### src/rtl/slot_cmd_tracker.sv
module slot_cmd_tracker #(
  parameter int W      = 16,
  parameter int CC_BIT = 4,
  parameter int FLD_LO = 6,
  parameter int FLD_HI = 11
) (
  input  logic                     clk,
  input  logic                     rst_n,
  input  logic                     hp_capable,
  input  logic                     legacy_mode,
  input  logic                     ctl_wr,
  input  logic [W-1:0]             ctl_wdata,
  input  logic                     sts_wr,
  input  logic [W-1:0]             sts_wdata,
  output logic [W-1:0]             ctl_rdata,
  output logic [W-1:0]             sts_rdata,
  output logic                     cmd_valid,
  output logic [FLD_HI-FLD_LO:0]   cmd_data,
  input  logic                     cmd_ready
);
  localparam int FW = FLD_HI - FLD_LO + 1;

  logic [W-1:0]  ctl_q;
  logic          cc_q;
  logic          pend_q;
  logic [FW-1:0] pend_data_q;

  logic [FW-1:0] new_fld;
  logic          changed, issue, done, clr;

  assign new_fld = ctl_wdata[FLD_HI:FLD_LO];
  assign changed = new_fld != ctl_q[FLD_HI:FLD_LO];
  assign issue   = ctl_wr && hp_capable && (!legacy_mode || changed);
  assign done    = cmd_valid && cmd_ready;
  assign clr     = sts_wr && sts_wdata[CC_BIT];

  assign ctl_rdata = ctl_q;
  always_comb begin
    sts_rdata         = '0;
    sts_rdata[CC_BIT] = cc_q;
  end

  always_ff @(posedge clk) begin
    if (!rst_n) begin
      ctl_q <= '0;
    end else if (ctl_wr) begin
      ctl_q <= ctl_wdata;
    end
  end

  always_ff @(posedge clk) begin
    if (!rst_n) begin
      cmd_valid   <= 1'b0;
      cmd_data    <= '0;
      pend_q      <= 1'b0;
      pend_data_q <= '0;
    end else begin
      if (done) begin
        cmd_valid <= pend_q;
        cmd_data  <= pend_data_q;
        pend_q    <= 1'b0;
      end
      if (issue) begin
        if (!cmd_valid || (done && !pend_q)) begin
          cmd_valid <= 1'b1;
          cmd_data  <= new_fld;
        end else begin
          pend_q      <= 1'b1;
          pend_data_q <= new_fld;
        end
      end
    end
  end

  always_ff @(posedge clk) begin
    if (!rst_n)    cc_q <= 1'b0;
    else if (done) cc_q <= 1'b1;
    else if (clr)  cc_q <= 1'b0;
  end


  hold_offer_chk: assert property (@(posedge clk) disable iff (!rst_n)
    cmd_valid && !cmd_ready |=> cmd_valid && $stable(cmd_data));


  set_after_accept_chk: assert property (@(posedge clk) disable iff (!rst_n)
    cmd_valid && cmd_ready |=> sts_rdata[CC_BIT]);


  rise_needs_accept_chk: assert property (@(posedge clk) disable iff (!rst_n)
    $rose(sts_rdata[CC_BIT]) |-> $past(cmd_valid && cmd_ready));


  no_cmd_uncapable_chk: assert property (@(posedge clk) disable iff (!rst_n)
    ctl_wr && !hp_capable && !cmd_valid && !pend_q |=> !cmd_valid);


  legacy_quiet_chk: assert property (@(posedge clk) disable iff (!rst_n)
    ctl_wr && legacy_mode && (ctl_wdata[FLD_HI:FLD_LO] == ctl_rdata[FLD_HI:FLD_LO])
      && !cmd_valid && !pend_q |=> !cmd_valid);


  ctl_store_chk: assert property (@(posedge clk) disable iff (!rst_n)
    ctl_wr |=> ctl_rdata == $past(ctl_wdata));


  clear_chk: assert property (@(posedge clk) disable iff (!rst_n)
    sts_wr && sts_wdata[CC_BIT] && !(cmd_valid && cmd_ready) |=> !sts_rdata[CC_BIT]);
endmodule

### config.mk
export PLATFORM = sky130hd
export DESIGN_NAME = slot_cmd_tracker
export DESIGN_NICKNAME = d
export VERILOG_FILES = /design/src/rtl/slot_cmd_tracker.sv
export SDC_FILE = /design/constraint.sdc
export NUM_CORES = 1
export LEC_CHECK = 0
export BUFFER_PORTS_ARGS = -buffer_cell sky130_fd_sc_hd__buf_4
export CAP_MARGIN = 20
export CORE_MARGIN = 5
export CORE_UTILIZATION = 44
export DETAILED_ROUTE_END_ITERATION = 10
export HOLD_SLACK_MARGIN = 0.05
export PLACE_DENSITY_LB_ADDON = 0.15
export SLEW_MARGIN = 5
export SYNTH_ARGS = -nofsm -noshare
export SYNTH_HDL_FRONTEND = slang
export SYNTH_SLANG_ARGS = --single-unit
export TNS_END_PERCENT = 100
### constraint.sdc
create_clock -name clk -period 1.5 [get_ports clk]
set_input_delay 0.075 -clock clk [delete_from_list [all_inputs] [get_ports clk]]
set_output_delay 0.075 -clock clk [all_outputs]
set_load 0.02 [all_outputs]
**After elaboration in Yosys (flattened, before gate mapping)**

Cells that the tools add are included.

- Register bits: 31
- Word-level logic and storage cells: 31
- Output and inout port bits: 39
- Bits of input ports: 39

- Mux-type cells: 11
- Eq/ne operators: 1
- Bitwise operators: 1
- Reduce and logical (&&, ||, !) cells: 12

Operators with widths:

| cell | count |
|---|---|
| 6-bit 2-to-1 mux | 3 |
| 1-bit 2-to-1 mux | 8 |
| 6-bit inequality test | 1 |
| 1-bit logical AND | 5 |
| 1-bit zero test | 3 |
| 1-bit logical OR | 2 |
| 2-bit AND reduction | 1 |
| 2-bit nonzero test | 1 |
| 1-bit NOT | 1 |

**Longest topological paths before layout**

Gate-level depths: netlist (run 1).

- Word-level depth: 5
- Depth in mapped cells: 5
- Mapped depth without buffers: 4

**Least setup slack after synthesis (run 1)**

OpenSTA, ideal clock, no wires.

- Path kind: flip-flop to flip-flop
- Start point: register ctl_q[7] (netlist: ctl_rdata[7])
- End point: register cmd_data[0]
- Arrival time: 1,292 ps
- Path buffers: 0
- Period minus slack after synthesis: 1,364 ps
- Required time: 1,428 ps
- Library setup time: 72 ps
- Stages on the path, launching flop included: 5
- Slack: 136 ps
- Path through: dfxtp_1 xnor2_2 nand4_2 o2111ai_4 mux2i_1

- Cells in the longest elaborated chain, start to end: 4

RTL lines:

| what | line | RTL |
|---|---|---|
| start, declared | 23 | `logic [W-1:0] ctl_q;` |
| start signal, assigned | 47 | `ctl_q <= ctl_wdata;` |
| 6-bit inequality test | 32 | `assign changed = new_fld != ctl_q[FLD_HI:FLD_LO];` |
| 1-bit logical OR | 33 | `assign issue = ctl_wr && hp_capable && (!legacy_mode \|\| changed);` |
| 1-bit logical AND | 33 |  |
| 6-bit 2-to-1 mux | 63 | `if (issue) begin` |
| end signal, assigned | 60 | `cmd_data <= pend_data_q;` |
| end signal, assigned | 66 | `cmd_data <= new_fld;` |
| end, declared | 18 | `output logic [FLD_HI-FLD_LO:0] cmd_data,` |

No other way between the ends.
A chain may end at the register's enable or synchronous reset.

**Final worst setup path (run 1)**

- Start point: input ctl_wdata[8]
- End point: register cmd_data[5]

- Cells in the longest elaborated chain, start to end: 4

RTL lines:

| what | line | RTL |
|---|---|---|
| start, declared | 12 | `input logic [W-1:0] ctl_wdata,` |
| 6-bit inequality test | 32 |  |
| 1-bit logical OR | 33 |  |
| 1-bit logical AND | 33 |  |
| 6-bit 2-to-1 mux | 63 |  |

No other way between the ends.

==> reports/qor.txt, run 1 <==
PortBufs - 47
Status - completed
Final setup TNS - 0 ps
Layout Area Growth over Synthesis - 36.9%
WP data arrival - 1660 ps
Via density - 4.57
Final setup viols - 0
Dpl hpwl - 2.22 mm
Maximum vdd drop - 0.000646 V
Post-Syn Instances - 144
Finished Layout Cells - 252
Clock buffer count from CTS - 5
Power Density - 850 nW/um2
Final core utilization - 0.613
Final Cycle Share - 0.934
Avg WL per Cell - 12.8 um
CTS Sinks - 31
CTS tree - built
ANT nets after route - 0
Overall die area - 4630 um2
Post-Syn Area - 1480 um2
YS warnings - 0
Sw Ratio - 0.292
Fin nets - 244
Antenna violations before repair - 0
Fin crit period - 1400 ps
Final hold vios - 0
Pleak - 0.000987 uW
Post-synthesis sequential area ratio - 0.419
Clk pin slew, worst setup/hold paths - 100 ps
Vias in the first global route - 1069
Initial DRC count - 30
Die height - 68.1 um
CTS Root Cell - clkbuf_4
Fillers - 303
Max Clock Freq - 714 MHz
Syn_area_per_cell - 10.3 um2
Clock share of power - 0.268
Most frequent cells in the layout - buf_4 (46), mux2i_1 (28), dfxtp_1 (28)
DRC - 0
Post-Route WL - 3.22 mm
Combinational share of power - 0.216
CTS H-tree depth - 2
WP data required - 1750 ps
Yosys top cell area share - 0.419
Largest net degree at the start of global routing - 38
Seq pwr share - 0.516
GRT overflow - 0
Power Internal - 1220 uW
I/O Pins - 78
Critical Path Slowest Stage Cell - dlygate4sd3_1
CP Launch Type - input port
Synth unique cells - 19
Commonest non-fill, non-tap cell in the layout - buf_4
RSZ-0062 raised after global routing - false
Slowest stage delay, CP - 530 ps
Path type of the worst setup path - in -> reg
Flops & latches, synth - 31
Fraction of layout instances using a drive strength above 1 - 0.345
Worst-path maximum fanout - 6
Skew final - 11.7 ps
Clock Latency Late Sink - 330 ps
Hold Path Class - in -> reg
Sw Pwr - 504 uW
CP Cell Sequence - dlygate4sd3_1 > buf_4 > xnor2_2 > nand3_2 > o2111ai_4 > mux2i_1
Post-placement cell count - 230
Final Max Tran Viols - 0
Gpl congestion - 0.775
First-pass GRT wire length - 4.95 mm
All-layer global routing usage - 0.151
Antenna diodes - 0
FP Rows - 21
Synth area leader - dfxtp_1
Total number of vias - 1151
Max Root-Sink Buffers - 2
Max cap viols - 0
Die Wd - 68.1 um
DR pass1 iterations - 2
Initial Util - 0.448
Worst Setup End Kind - flip-flop
Top cells by area, synth - dfxtp_1 (42%), mux2i_1 (19%), buf_4 (9.1%)
Core Area - 3310 um2
## critical path, delay by kind of cell
family                 cells  cell delay (ps)
AO/OA/AOI/OAI              1              370
XOR/XNOR                   1              150
buffers and inverters      2              680
multiplexers               1              220
AND/OR/NAND/NOR            1              150
## registers in the layout, indices dropped and copies added, names as in the netlist
register / flops
pend_q: 1
cmd_data: 6
cc_q: 1
ctl_rdata: 16
pend_data_q: 6
cmd_valid: 1
## logic make-up after synthesis
logic type,count (synthesis),share of synthesized area
and+or+nand+nor,43,0.146
muxes,34,0.235
DFF,31,0.419
buffers and inverters,23,0.105
AOI/OAI and AO/OA,6,0.0430
xor gates and xnor gates,6,0.0506
other,1,0.00253
## timing repair
item,CTS,global route
hold endpoints to repair,21,0
gates resized for setup,0,6
setup buffers,0,0
endpoints found under the setup margin,0,12
hold buffers,17,0
## cell usage after synthesis (all sizes together)
cell type,n
nor2b,16
o2111ai,1
nand3,1
nand2,23
o21bai,1
clkbuf,4
mux2,6
a21boi,3
dfxtp,31
mux2i,28
o211ai,1
xnor2,6
buf,19
conb,1
nand4,2
nand2b,1
## per-layer routing
metal,vias to the layer above,GRT usage,wire length [um]
met1,529,0.156,1260
met4,0,0.0819,63
li1,572,-,-
met5,-,0,0
met2,44,0.265,1630
met3,6,0.0509,259
## metrics by stage
step                power, uW  hold WS [ps]  worst slack (ps)  area, um2
finish                   1720          66.8              99.4       2030
detailed placement       1240           341              92.8       1810
global placement         1240           331               111       1810
floorplan                1140           236               136       1540
global route             1820          63.1              7.11       2030
CTS                      1740          53.2              30.4       2030
## path summary, 6_finish.rpt
kind | startpoint | end | slack, ps | cells past startpoint
worst max register to register | ctl_rdata[7]$_SDFFE_PN0P_ | cmd_data[5]$_SDFF_PN0_ | 140 | 4
worst min-delay path | hp_capable | cmd_valid$_SDFF_PN0_ | 70 | 3
worst min register to register | pend_q$_SDFF_PN0_ | pend_q$_SDFF_PN0_ | 460 | 2
worst max-delay path | ctl_wdata[8] | cmd_data[5]$_SDFF_PN0_ | 100 | 6
## power groups by stage
stage,logic [uW],clock network (uW),registers [uW]
floorplan,196,0,946
global placement,334,0,904
detailed placement,339,0,905
CTS,375,481,887
global route,404,518,895
finish,373,462,889
## final cells by class
cell class | count | area, um2 | area share
Tap cell | 46 | 57.6 | 0.0284
Multi-Input combinational cell | 104 | 779 | 0.384
Timing Repair Buffer | 63 | 515 | 0.254
Clock inverter | 3 | 15.0 | 0.00740
Clock buffer | 5 | 37.5 | 0.0185
Sequential cell | 31 | 624 | 0.308
Power figures use the tool's default switching activity.
==> run 2, diff against run 1 <==
--- a/config.mk
+++ b/config.mk
@@ -10,3 +10,3 @@
 export CORE_MARGIN = 5
-export CORE_UTILIZATION = 44
+export CORE_UTILIZATION = 30
 export DETAILED_ROUTE_END_ITERATION = 10
@@ -14,3 +14,2 @@
 export PLACE_DENSITY_LB_ADDON = 0.15
-export SLEW_MARGIN = 5
 export SYNTH_ARGS = -nofsm -noshare
==> constraint.sdc (replaced) <==
create_clock -name clk -period 1.5 [get_ports clk]
set_input_delay 0.3 -clock clk [delete_from_list [all_inputs] [get_ports clk]]
set_output_delay 0.3 -clock clk [all_outputs]
set_load 0.02 [all_outputs]
==> reports/qor.txt, run 2 (synthesis gave the netlist of run 1 again) <==
Total power draw - 1820 uW (was 1720 uW)
Worst reg-to-reg setup slack - 80 ps (was 140 ps)
Clock Latency Late Sink - 280 ps (was 330 ps)
Largest register FFs - 16 (unchanged)
DRC - 0 (unchanged)
Clock buffer count from CTS - 5 (unchanged)
Setup bufs post-CTS - 0 (unchanged)
Die height - 80.3 um (was 68.1 um)
WP data required - 1700 ps (was 1750 ps)
Vias in the first global route - 1119 (was 1069)
Largest net degree at the start of global routing - 38 (unchanged)
Max Clock Freq - 704 MHz (was 714 MHz)
Worst Setup End Kind - flip-flop (unchanged)
Clock share of power - 0.325 (was 0.268)
Antenna violations before repair - 0 (unchanged)
Post-placement cell count - 252 (was 230)
CTS Root Cell - clkbuf_8 (was clkbuf_4)
GRT overflow - 0 (unchanged)
RSZ-0062 raised after global routing - false (unchanged)
CTS H-tree depth - 2 (unchanged)
Register area - 622 um2 (was 624 um2)
Placed Area - 1840 um2 (was 1810 um2)
Layout Area Growth over Synthesis - 29.0% (was 36.9%)
Avg WL per Cell - 12.1 um (was 12.8 um)
Max Root-Sink Buffers - 2 (unchanged)
ANT nets after route - 0 (unchanged)
DR pass1 iterations - 4 (was 2)
Final Cycle Share - 0.947 (was 0.934)
Die Wd - 80.3 um (was 68.1 um)
Pleak - 0.000926 uW (was 0.000987 uW)
Status - completed (unchanged)
PortBufs - 47 (unchanged)
Commonest non-fill, non-tap cell in the layout - buf_4 (unchanged)
Post-Route WL - 3.13 mm (was 3.22 mm)
First-pass GRT wire length - 5.24 mm (was 4.95 mm)
All-layer global routing usage - 0.106 (was 0.151)
Core Area - 4750 um2 (was 3310 um2)
Most frequent cells in the layout - buf_4 (50), dfxtp_1 (30), mux2i_1 (28) (was buf_4 (46), mux2i_1 (28), dfxtp_1 (28))
CP Launch Point - ctl_rdata[7]$_SDFFE_PN0P_ (was ctl_wdata[8])
Antenna diodes - 0 (unchanged)
Initial Util - 0.312 (was 0.448)
FP Rows - 25 (was 21)
I/O Pins - 78 (unchanged)
Worst-path maximum fanout - 6 (unchanged)
Fin nets - 231 (was 244)
Power Internal - 1330 uW (was 1220 uW)
Overall die area - 6450 um2 (was 4630 um2)
Max cap viols - 0 (unchanged)
CTS Sinks - 31 (unchanged)
Sw Pwr - 488 uW (was 504 uW)
Skew final - 4.80 ps (was 11.7 ps)
Final hold vios - 0 (unchanged)
Sw Ratio - 0.269 (was 0.292)
Worst hold start - ctl_wdata[13] (was hp_capable)
Seq pwr share - 0.489 (was 0.516)
WP data arrival - 1620 ps (was 1660 ps)
Final setup viols - 0 (unchanged)
Via density - 4.20 (was 4.57)
CTS tree - built (unchanged)
Fillers - 501 (was 303)
Power Density - 949 nW/um2 (was 850 nW/um2)
CP Launch Type - flip-flop (was input port)
Dpl hpwl - 2.44 mm (was 2.22 mm)
Hold Path Class - in -> reg (unchanged)
Final Max Tran Viols - 0 (unchanged)
Maximum vdd drop - 0.000387 V (was 0.000646 V)
Total number of vias - 1084 (was 1151)
Fin area - 1910 um2 (was 2030 um2)
Initial DRC count - 40 (was 30)
Finished Layout Cells - 258 (was 252)
Fraction of layout instances using a drive strength above 1 - 0.351 (was 0.345)
Crit Reg-Reg Startpoint - ctl_rdata[7]$_SDFFE_PN0P_ (unchanged)
Clk pin slew, worst setup/hold paths - 60 ps (was 100 ps)
Combinational share of power - 0.186 (was 0.216)
Path type of the worst setup path - reg -> reg (was in -> reg)
Final core utilization - 0.402 (was 0.613)
Footprint of the multi-input gates - 759 um2 (was 779 um2)
Gpl congestion - 0.748 (was 0.775)
Fin crit period - 1420 ps (was 1400 ps)
[run 2: final cells by class]
class | count | area share
flip-flops and latches | 31 | 0.325
repair buffers | 50 | 0.196
multi-input cells | 104 | 0.397
well taps | 67 | 0.0438
clock buffers | 6 | 0.0379
[run 2: power by group through the flow]
stage / sequential [uW] / clock [uW] / combinational, uW
detailed placement: 906 / 0 / 342
finish: 888 / 590 / 338
CTS: 888 / 622 / 343
floorplan: 946 / 0 / 196
global route: 894 / 658 / 369
global placement: 904 / 0 / 337
[run 2: worst max-delay path, cell delays in order, from the launching register on]
cell       delay [ps]
dfxtp_1           390
xnor2_2           130
nand4_2           170
o2111ai_4         390
mux2i_1           250
[run 2: repair_timing]
action | 4_1_cts | 5_1_grt
hold buffers | 0 | 0
setup endpoints to repair | 0 | 2
resized for setup | 0 | 1
[run 2: worst paths after layout]
check                                     end  cells after the start
setup / recovery       cmd_data[3]$_SDFF_PN0_                      4
hold / removal     ctl_rdata[13]$_SDFFE_PN0P_                      3
setup reg to reg       cmd_data[3]$_SDFF_PN0_                      4
hold reg to reg   pend_data_q[4]$_SDFFE_PN0P_                      2
[run 2: layer usage]
layer  track usage  share of wire
met5             0              0
met4        0.0507          0.013
met2         0.168           0.47
met3        0.0415          0.086
met1         0.125           0.43
[run 2: per-stage QoR]
| stage | hold WS, ps | TNS (ps) | worst slack, ps |
|---|---|---|---|
| after detailed placement | 455 | -14.1 | -14.1 |
| final | 282 | 0 | 80.0 |
| after global routing | 289 | 0 | 3.14 |
| after CTS | 268 | 0 | 45.4 |
| after floorplan | 436 | 0 | 136 |
| after global placement | 443 | 0 | 10.4 |
==> run 3, diff against run 2 <==
- CORE_UTILIZATION: 30 -> 44
- CTS_CLUSTER_SIZE: unset -> 30
==> reports/qor.txt, run 3 (synthesis gave the netlist of run 1 again) <==
Max Clock Freq - 718 MHz (was 704 MHz)
Final hold vios - 0 (unchanged)
Overall die area - 4630 um2 (was 6450 um2)
Skew final - 11.3 ps (was 4.80 ps)
Fin crit period - 1390 ps (was 1420 ps)
RSZ-0062 raised after global routing - false (unchanged)
Fin area - 1860 um2 (was 1910 um2)
WP data arrival - 1640 ps (was 1620 ps)
Final Cycle Share - 0.928 (was 0.947)
Final setup viols - 0 (unchanged)
Worst reg-to-reg setup slack - 110 ps (was 80 ps)
Antenna diodes - 0 (unchanged)
Fraction of layout instances using a drive strength above 1 - 0.365 (was 0.351)
Power Density - 902 nW/um2 (was 949 nW/um2)
PortBufs - 47 (unchanged)
Hold depth - 3 (unchanged)
Placed Area - 1810 um2 (was 1840 um2)
FP Rows - 21 (was 25)
Crit Reg-Reg Startpoint - ctl_rdata[7]$_SDFFE_PN0P_ (unchanged)
Setup bufs post-CTS - 0 (unchanged)
ANT nets after route - 0 (unchanged)
Clock buffer count from CTS - 5 (unchanged)
First-pass GRT wire length - 4.75 mm (was 5.24 mm)
Vias in the first global route - 1036 (was 1119)
Core Area - 3310 um2 (was 4750 um2)
Gpl congestion - 0.789 (was 0.748)
CTS Sinks - 31 (unchanged)
Total number of vias - 1074 (was 1084)
Hold Path Class - in -> reg (unchanged)
Commonest non-fill, non-tap cell in the layout - buf_4 (unchanged)
Critical Path Slowest Stage Cell - o2111ai_4 (was dfxtp_1)
Post-placement cell count - 230 (was 252)
Worst hold start - ctl_wdata[12] (was ctl_wdata[13])
DR pass1 iterations - 5 (was 4)
CP Cell Sequence - xnor2_2 > nand4_2 > o2111ai_4 > mux2i_1 (unchanged)
Die Wd - 68.1 um (was 80.3 um)
Initial Util - 0.448 (was 0.312)
Worst R2R End - cmd_data[5]$_SDFF_PN0_ (was cmd_data[3]$_SDFF_PN0_)
R2R depth - 4 (unchanged)
I/O Pins - 78 (unchanged)
DRC - 0 (unchanged)
Final WS setup - 108 ps (was 80.0 ps)
Clk pin slew, worst setup/hold paths - 100 ps (was 60 ps)
Final Max Tran Viols - 0 (unchanged)
Slowest stage delay, CP - 390 ps (about the same)
CP Launch Type - flip-flop (unchanged)
Post-Route WL - 3.06 mm (was 3.13 mm)
WP data required - 1750 ps (was 1700 ps)
Largest register FFs - 16 (unchanged)
Finished Layout Cells - 238 (was 258)
CTS H-tree depth - 2 (unchanged)
Max Root-Sink Buffers - 2 (unchanged)
Most frequent cells in the layout - buf_4 (49), mux2i_1 (28), dfxtp_1 (28) (was buf_4 (50), dfxtp_1 (30), mux2i_1 (28))
Status - completed (unchanged)
Post-CTS sizing - 0 (unchanged)
Clock Latency Late Sink - 330 ps (was 280 ps)
Via density - 4.51 (was 4.20)
WP buf/inv - 0 (unchanged)
Path type of the worst setup path - reg -> reg (unchanged)
Dpl hpwl - 2.25 mm (was 2.44 mm)
Worst Setup End Kind - flip-flop (unchanged)
Antenna violations before repair - 0 (unchanged)
Avg WL per Cell - 12.9 um (was 12.1 um)
GRT overflow - 0 (unchanged)
CTS Root Cell - clkbuf_4 (was clkbuf_8)
Hold Crit Endpoint - ctl_rdata[12]$_SDFFE_PN0P_ (was ctl_rdata[13]$_SDFFE_PN0P_)
Placement Setup Slack - -9.01 ps (was -14.1 ps)
Worst-path maximum fanout - 6 (unchanged)
Critical path's top delay family - compound AO/OA/AOI/OAI gates (was flip-flops)
Final setup TNS - 0 ps (unchanged)
# hold bufs at CTS - 0 (unchanged)
CTS tree - built (unchanged)
Maximum vdd drop - 0.000630 V (was 0.000387 V)
Max cap viols - 0 (unchanged)
Layout Area Growth over Synthesis - 25.7% (was 29.0%)
All-layer global routing usage - 0.142 (was 0.106)
Initial DRC count - 32 (was 40)
Fin nets - 230 (was 231)
Total power draw - 1680 uW (was 1820 uW)
Pleak - 0.000916 uW (was 0.000926 uW)
Largest net degree at the start of global routing - 38 (unchanged)
Die height - 68.1 um (was 80.3 um)
-- run 3: layout make-up --
type | count | area (um2)
multi-input cells | 104 | 764
well taps | 46 | 57.6
clock inverters | 1 | 5.00
repair buffers | 49 | 368
flip-flops and latches | 31 | 624
clock buffers | 7 | 45.0
fillers | 320 | 1450
-- run 3: routing by layer --
| layer | vias up | GRT usage | part of all wire |
|---|---|---|---|
| li1 | 539 | - | - |
| met3 | 5 | 0.0722 | 0.11 |
| met1 | 488 | 0.145 | 0.38 |
| met5 | - | 0 | 0 |
| met4 | 0 | 0.0571 | 0.015 |
| met2 | 42 | 0.243 | 0.50 |
-- run 3: where the power goes --
part / switching [uW] / leakage [uW] / internal (uW) / total [uW]
sequential: 25.6 / 0.000255 / 862 / 888
combinational: 183 / 0.000632 / 157 / 340
clock: 272 / 0.0000293 / 182 / 454
total: 480 / 0.000916 / 1200 / 1680
-- run 3: through the flow --
step	hold slack, ps	util
final	228	0.563
after global routing	213	0.563
after CTS	213	0.560
after detailed placement	451	0.545
after global placement	444	0.545
after floorplan	436	-
-- run 3: worst max-delay path by stage --
stage	slack, ps	end	cells after the start	startpoint
2_1_floorplan	140	cmd_data[0]$_SDFF_PN0_	4	ctl_rdata[7]$_SDFFE_PN0P_
3_3_place_gp	30	cmd_data[3]$_SDFF_PN0_	5	ctl_wdata[10]
3_5_place_dp	-9	cmd_data[5]$_SDFF_PN0_	5	ctl_wdata[10]
4_1_cts	50	cmd_data[5]$_SDFF_PN0_	4	ctl_rdata[10]$_SDFFE_PN0P_
5_1_grt	6	cmd_data[5]$_SDFF_PN0_	4	ctl_rdata[6]$_SDFFE_PN0P_
6_report	110	cmd_data[5]$_SDFF_PN0_	4	ctl_rdata[7]$_SDFFE_PN0P_
-- run 3: tightest hold or removal path: stages --
cell and delay (ps):
buf_4 70, mux2i_1 50, nor2b_1 90
